## src/rtl/romacc_pkg.sv

```systemverilog
package romacc_pkg;

    localparam int DATA_W  = 8;
    localparam int DEPTH   = 8;
    localparam int ADDR_W  = $clog2(DEPTH);
    localparam int LUT_MUL = 37;
    localparam int LUT_ADD = 3;

    typedef enum logic [1:0] {
        OP_ADD = 2'b00,
        OP_SUB = 2'b01,
        OP_CLR = 2'b10,
        OP_SET = 2'b11
    } acc_op_e;

    typedef struct packed {
        logic              en;
        logic [ADDR_W-1:0] idx;
        logic [DATA_W-1:0] word;
    } wr_req_t;

endpackage

```

## src/rtl/romacc_lut.sv

```systemverilog
module romacc_lut
    import romacc_pkg::*;
#(
    parameter int W     = DATA_W,
    parameter int N     = DEPTH,
    parameter int AW    = $clog2(N),
    parameter int MUL   = LUT_MUL,
    parameter int OFS   = LUT_ADD
) (
    input  logic [AW-1:0] sel,
    output logic [W-1:0]  word
);

    logic [W-1:0] table_q [N];

    for (genvar i = 0; i < N; i++) begin : g_const
        assign table_q[i] = W'(i * MUL + OFS);
    end

    assign word = table_q[sel];

endmodule

```

## src/rtl/romacc_opmux.sv

```systemverilog
module romacc_opmux
    import romacc_pkg::*;
#(
    parameter int W = DATA_W
) (
    input  acc_op_e      mode,
    input  logic [W-1:0] a,
    input  logic [W-1:0] k,
    output logic [W-1:0] y
);

    always_comb begin
        unique case (mode)
            OP_ADD:  y = a + k;
            OP_SUB:  y = a - k;
            OP_CLR:  y = '0;
            default: y = '1;
        endcase
    end

endmodule

```

## src/rtl/romacc_bank.sv

```systemverilog
module romacc_bank
    import romacc_pkg::*;
#(
    parameter int W  = DATA_W,
    parameter int N  = DEPTH,
    parameter int AW = $clog2(N)
) (
    input  logic          clk,
    input  logic          rst,
    input  wr_req_t       req,
    input  logic [AW-1:0] rd_sel,
    output logic [W-1:0]  rd_word
);

    logic [W-1:0] cell_q [N];

    for (genvar i = 0; i < N; i++) begin : g_cell
        logic hit;
        assign hit = req.en && (req.idx == AW'(i));
        always_ff @(posedge clk) begin
            if (rst) begin
                cell_q[i] <= '0;
            end else if (hit) begin
                cell_q[i] <= req.word;
            end
        end
    end

    assign rd_word = cell_q[rd_sel];

endmodule

```

## src/rtl/romacc_store.sv

```systemverilog
module romacc_store
    import romacc_pkg::*;
(
    input  logic              clk,
    input  logic              rst,
    input  logic              wr_en,
    input  logic [1:0]        op,
    input  logic [ADDR_W-1:0] addr,
    input  logic [DATA_W-1:0] din,
    output logic [DATA_W-1:0] k_out,
    output logic [DATA_W-1:0] dout
);

    logic [DATA_W-1:0] k_w;
    logic [DATA_W-1:0] next_w;
    wr_req_t           req;

    romacc_lut #(.W(DATA_W), .N(DEPTH), .AW(ADDR_W)) u_lut (
        .sel  (addr),
        .word (k_w)
    );

    romacc_opmux #(.W(DATA_W)) u_mux (
        .mode (acc_op_e'(op)),
        .a    (din),
        .k    (k_w),
        .y    (next_w)
    );

    assign req.en   = wr_en;
    assign req.idx  = addr;
    assign req.word = next_w;

    romacc_bank #(.W(DATA_W), .N(DEPTH), .AW(ADDR_W)) u_bank (
        .clk     (clk),
        .rst     (rst),
        .req     (req),
        .rd_sel  (addr),
        .rd_word (dout)
    );

    assign k_out = k_w;

endmodule

```

## config.mk

```make
export PLATFORM = sky130hd
export DESIGN_NAME = romacc_store
export DESIGN_NICKNAME = d
export VERILOG_FILES = /design/src/rtl/romacc_pkg.sv /design/src/rtl/romacc_lut.sv /design/src/rtl/romacc_opmux.sv /design/src/rtl/romacc_bank.sv /design/src/rtl/romacc_store.sv
export SDC_FILE = /design/constraint.sdc
export NUM_CORES = 1
export LEC_CHECK = 0
export ABC_CLOCK_PERIOD_IN_PS = 3800
export CAP_MARGIN = 20
export CELL_PAD_IN_SITES_DETAIL_PLACEMENT = 0
export CELL_PAD_IN_SITES_GLOBAL_PLACEMENT = 1
export CORE_ASPECT_RATIO = 1.5
export CORE_MARGIN = 2
export CORE_UTILIZATION = 45
export DETAILED_ROUTE_END_ITERATION = 6
export PLACE_DENSITY_LB_ADDON = 0.1
export SLEW_MARGIN = 25
export SYNTH_ARGS = -nofsm -noshare
export SYNTH_HDL_FRONTEND = slang
export SYNTH_HIERARCHICAL = 1
export SYNTH_SLANG_ARGS = --single-unit
```

## constraint.sdc

```tcl
create_clock -name clk -period 3.8 [get_ports clk]
set_input_delay 0.38 -clock clk [delete_from_list [all_inputs] [get_ports clk]]
set_output_delay 0.38 -clock clk [all_outputs]
set_load 0.01 [all_outputs]
```

==> results.toml <==
[outcome]
status = "completed"

[floorplan]
die_h_um = 114
ios = 32
core_mm2 = 0.00796
start_util = 0.458
dieArea_mm2 = 0.00886
die_x_um = 77.5
rows = 40

[pwr]
comb_power_share = 0.226
leakagePower_nw = 1.63
internal-power_mw = 1.47
finalPower_mw = 1.98
clockPowerShare = 0.352
p_sw_mw = 0.512
p_per_area_mw_per_mm2 = 437
seqPwrFrac = 0.423
netSwitchingFraction = 0.259
irDropWorstVdd_v = 0.000241

[timing]
rsz0062_at_grt = "false"
fmax_mhz = 287
finalSetupViolCount = 0
finalSetupTns_ns = 0
fin_crit_sh = 0.918
layout_setup_ws_ns = 0.313
max_slew_margin = 0.512
hold_ws_ns = 1.16
slew_violations = 0
finalHoldViolCount = 0
finalCriticalPeriod_ns = 3.49
worst_pin_slew_ns = 0.732

[routing]
wl_per_cell_um = 18.1
first_iter_violations = 154
drcViolationCount = 0
dr_total_vias = 2539
routed_wl_um = 8320
viasPerCell = 5.53
first_pass_iters = 4
ant_nets = 0

[grt]
antenna_found_initial = 0
grt_max_degree = 33
grt_pass1_vias = 2590
grt_pass1_wl_um = 13000
overflow = 0
grt.total_usage = 0.204

[cts]
clock_path_buffers = 2
htreeDepth = 3
root_buffer = "clkbuf_16"
postCtsResizedCells = 0
cts_tree = "done"
clock_sinks = 64
ctsHoldBuffers = 0
cts_setup_buffers = 0
cts_made_buffers = 9
clk_pin_slew_ns = 0.05

[yosys]
ys_top_cells_by_count = "nor3_1 (65), edfxtp_1 (64), mux4_1 (15)"
ys_top_cells_by_area = "edfxtp_1 (53%), mux4_1 (11%), nor3_1 (8.9%), ha_1 (4.1%), mux2_2 (2.5%)"
syn_avg_cell_area_um2 = 12.6
synth_area_mm2 = 0.00365
synth_nets = 319
synth_enable_flop_cells = 64
syn_inst = 290
yosys_most_used_dff = "edfxtp_1"
async_reset_ff_frac = 0
yosysMostFrequentCell = "nor3_1"
yosysTopAreaCellShare = 0.527
synth-seq-cells = 64
synthDistinctLibCells = 41
yosysSeqAreaShare = 0.527
synth_largest_area_cell = "edfxtp_1"
ys_warn_count = 6

[placed_design]
gp_congestion = 0.828
pre_cts_ws_ns = -0.0987
post-dp-hpwl_um = 5800
placed_cells = 444
io_buffers = 31

[critical_path]
cp-end-kind = "flip-flop"
critical_path_depth = 16
arrival_ns = 3.53
cp-endpoint = "u_bank/cell_q[2][7]$_SDFFCE_PN0P_"
cp_slowest_cell = "clkdlybuf4s50_1"
crit_required_ns = 3.84
start_kind = "primary input"
path_max_fanout = 8
crit_buf_inv = 3
slowest_delay_ns = 0.48
path_class = "in2reg"
crit_start = "addr[0]"
critical_path.cell_chain = "clkdlybuf4s50_1 > inv_1 > ha_1 > a21oi_1 > or3_4 > nor3b_1 > nor2_1 > xnor2_1 > ha_1 > o21a_1 > nor2_1 > a311o_1 > a21oi_1 > o21ba_1 > inv_2 > nor3_1"
crit_family = "compound AO/OA/AOI/OAI gates"

[layout]
layout.cells.non_filler = 459
antenna_cells = 0
area_growth_pct = 24.2
largest_reg_flops = 64
fin_nets = 379
regMostFlops = "u_bank/cell_q"
drive_gt1_frac = 0.186
largestRegisters = "u_bank/cell_q x64"

[min_path]
min_path_type = "in2reg"
hold_start = "wr_en"
min_path_cells = 4

[flow_run]
drv_cap = 0
==> through the flow <==
stage / area [um^2] / utilization
3_5_place_dp: 4270 / 0.537
2_1_floorplan: 3650 / -
4_1_cts: 4530 / 0.569
5_1_grt: 4530 / 0.569
3_3_place_gp: 4270 / 0.537
6_report: 4530 / 0.569
==> worst min-delay path by stage <==
stage                                        end  slack [ns]
2_1_floorplan  u_bank/cell_q[5][0]$_SDFFCE_PN0P_        0.73
3_3_place_gp   u_bank/cell_q[1][7]$_SDFFCE_PN0P_        1.49
3_5_place_dp   u_bank/cell_q[1][4]$_SDFFCE_PN0P_        1.49
4_1_cts        u_bank/cell_q[1][4]$_SDFFCE_PN0P_        1.15
5_1_grt        u_bank/cell_q[3][0]$_SDFFCE_PN0P_        1.19
6_report       u_bank/cell_q[1][1]$_SDFFCE_PN0P_        1.16
==> metal layers <==
layer / vias up / GRT usage / routed length [um]
li1: 1234 / - / -
met5: - / 0 / 0
met1: 1199 / 0.202 / 2960
met4: 0 / 0.135 / 397
met2: 83 / 0.386 / 4600
met3: 23 / 0.0331 / 367
==> tightest hold or removal path: stages <==
cell and delay [ns]:
clkdlybuf4s50_1 0.47, nand2_1 0.20, o21bai_1 0.08, buf_4 0.18
==> layout by cell type, fill, tap and decap left out, types with 5 or more instances in the layout <==
master and count:
clkinv_1 9, clkdlybuf4s50_1 31, inv_1 8, nor3_1 64, nor2_1 11, clkbuf_16 9
mux2_2 8, mux4_1 15, buf_4 40, nand2b_1 5, nand2_1 9, edfxtp_1 64
a21oi_1 8, ha_1 12, xnor2_1 8, o21ai_0 7, o21bai_1 8
==> kinds of logic (layout without fill, tap and decap cells) <==
| kind of cell | count (synthesis) | count (layout) | share of synthesized area |
|---|---|---|---|
| simple gates | 103 | 103 | 0.145 |
| flops | 64 | 64 | 0.527 |
| buf+inv | 38 | 102 | 0.0490 |
| compound gates | 36 | 36 | 0.0645 |
| mux | 26 | 26 | 0.144 |
| fa+ha+maj | 13 | 13 | 0.0466 |
| xor+xnor | 10 | 10 | 0.0240 |
==> area by class of cell <==
type / instances / area [um^2]
well taps: 105 / 131
inverters: 16 / 60.1
repair buffers: 71 / 611
flip-flops and latches: 64 / 1920
multi-input cells: 188 / 1550
clock inverters: 5 / 25.0
clock buffers: 10 / 229
fillers: 679 / 3430
==> power groups by stage <==
stage	clock network [mW]	logic, mW	registers, mW
after detailed placement	0	0.448	0.850
after global placement	0	0.448	0.848
after CTS	0.708	0.450	0.837
after floorplan	0	0.260	0.846
after global routing	0.730	0.488	0.841
final	0.696	0.446	0.836
(Power assumes the default switching activity.)
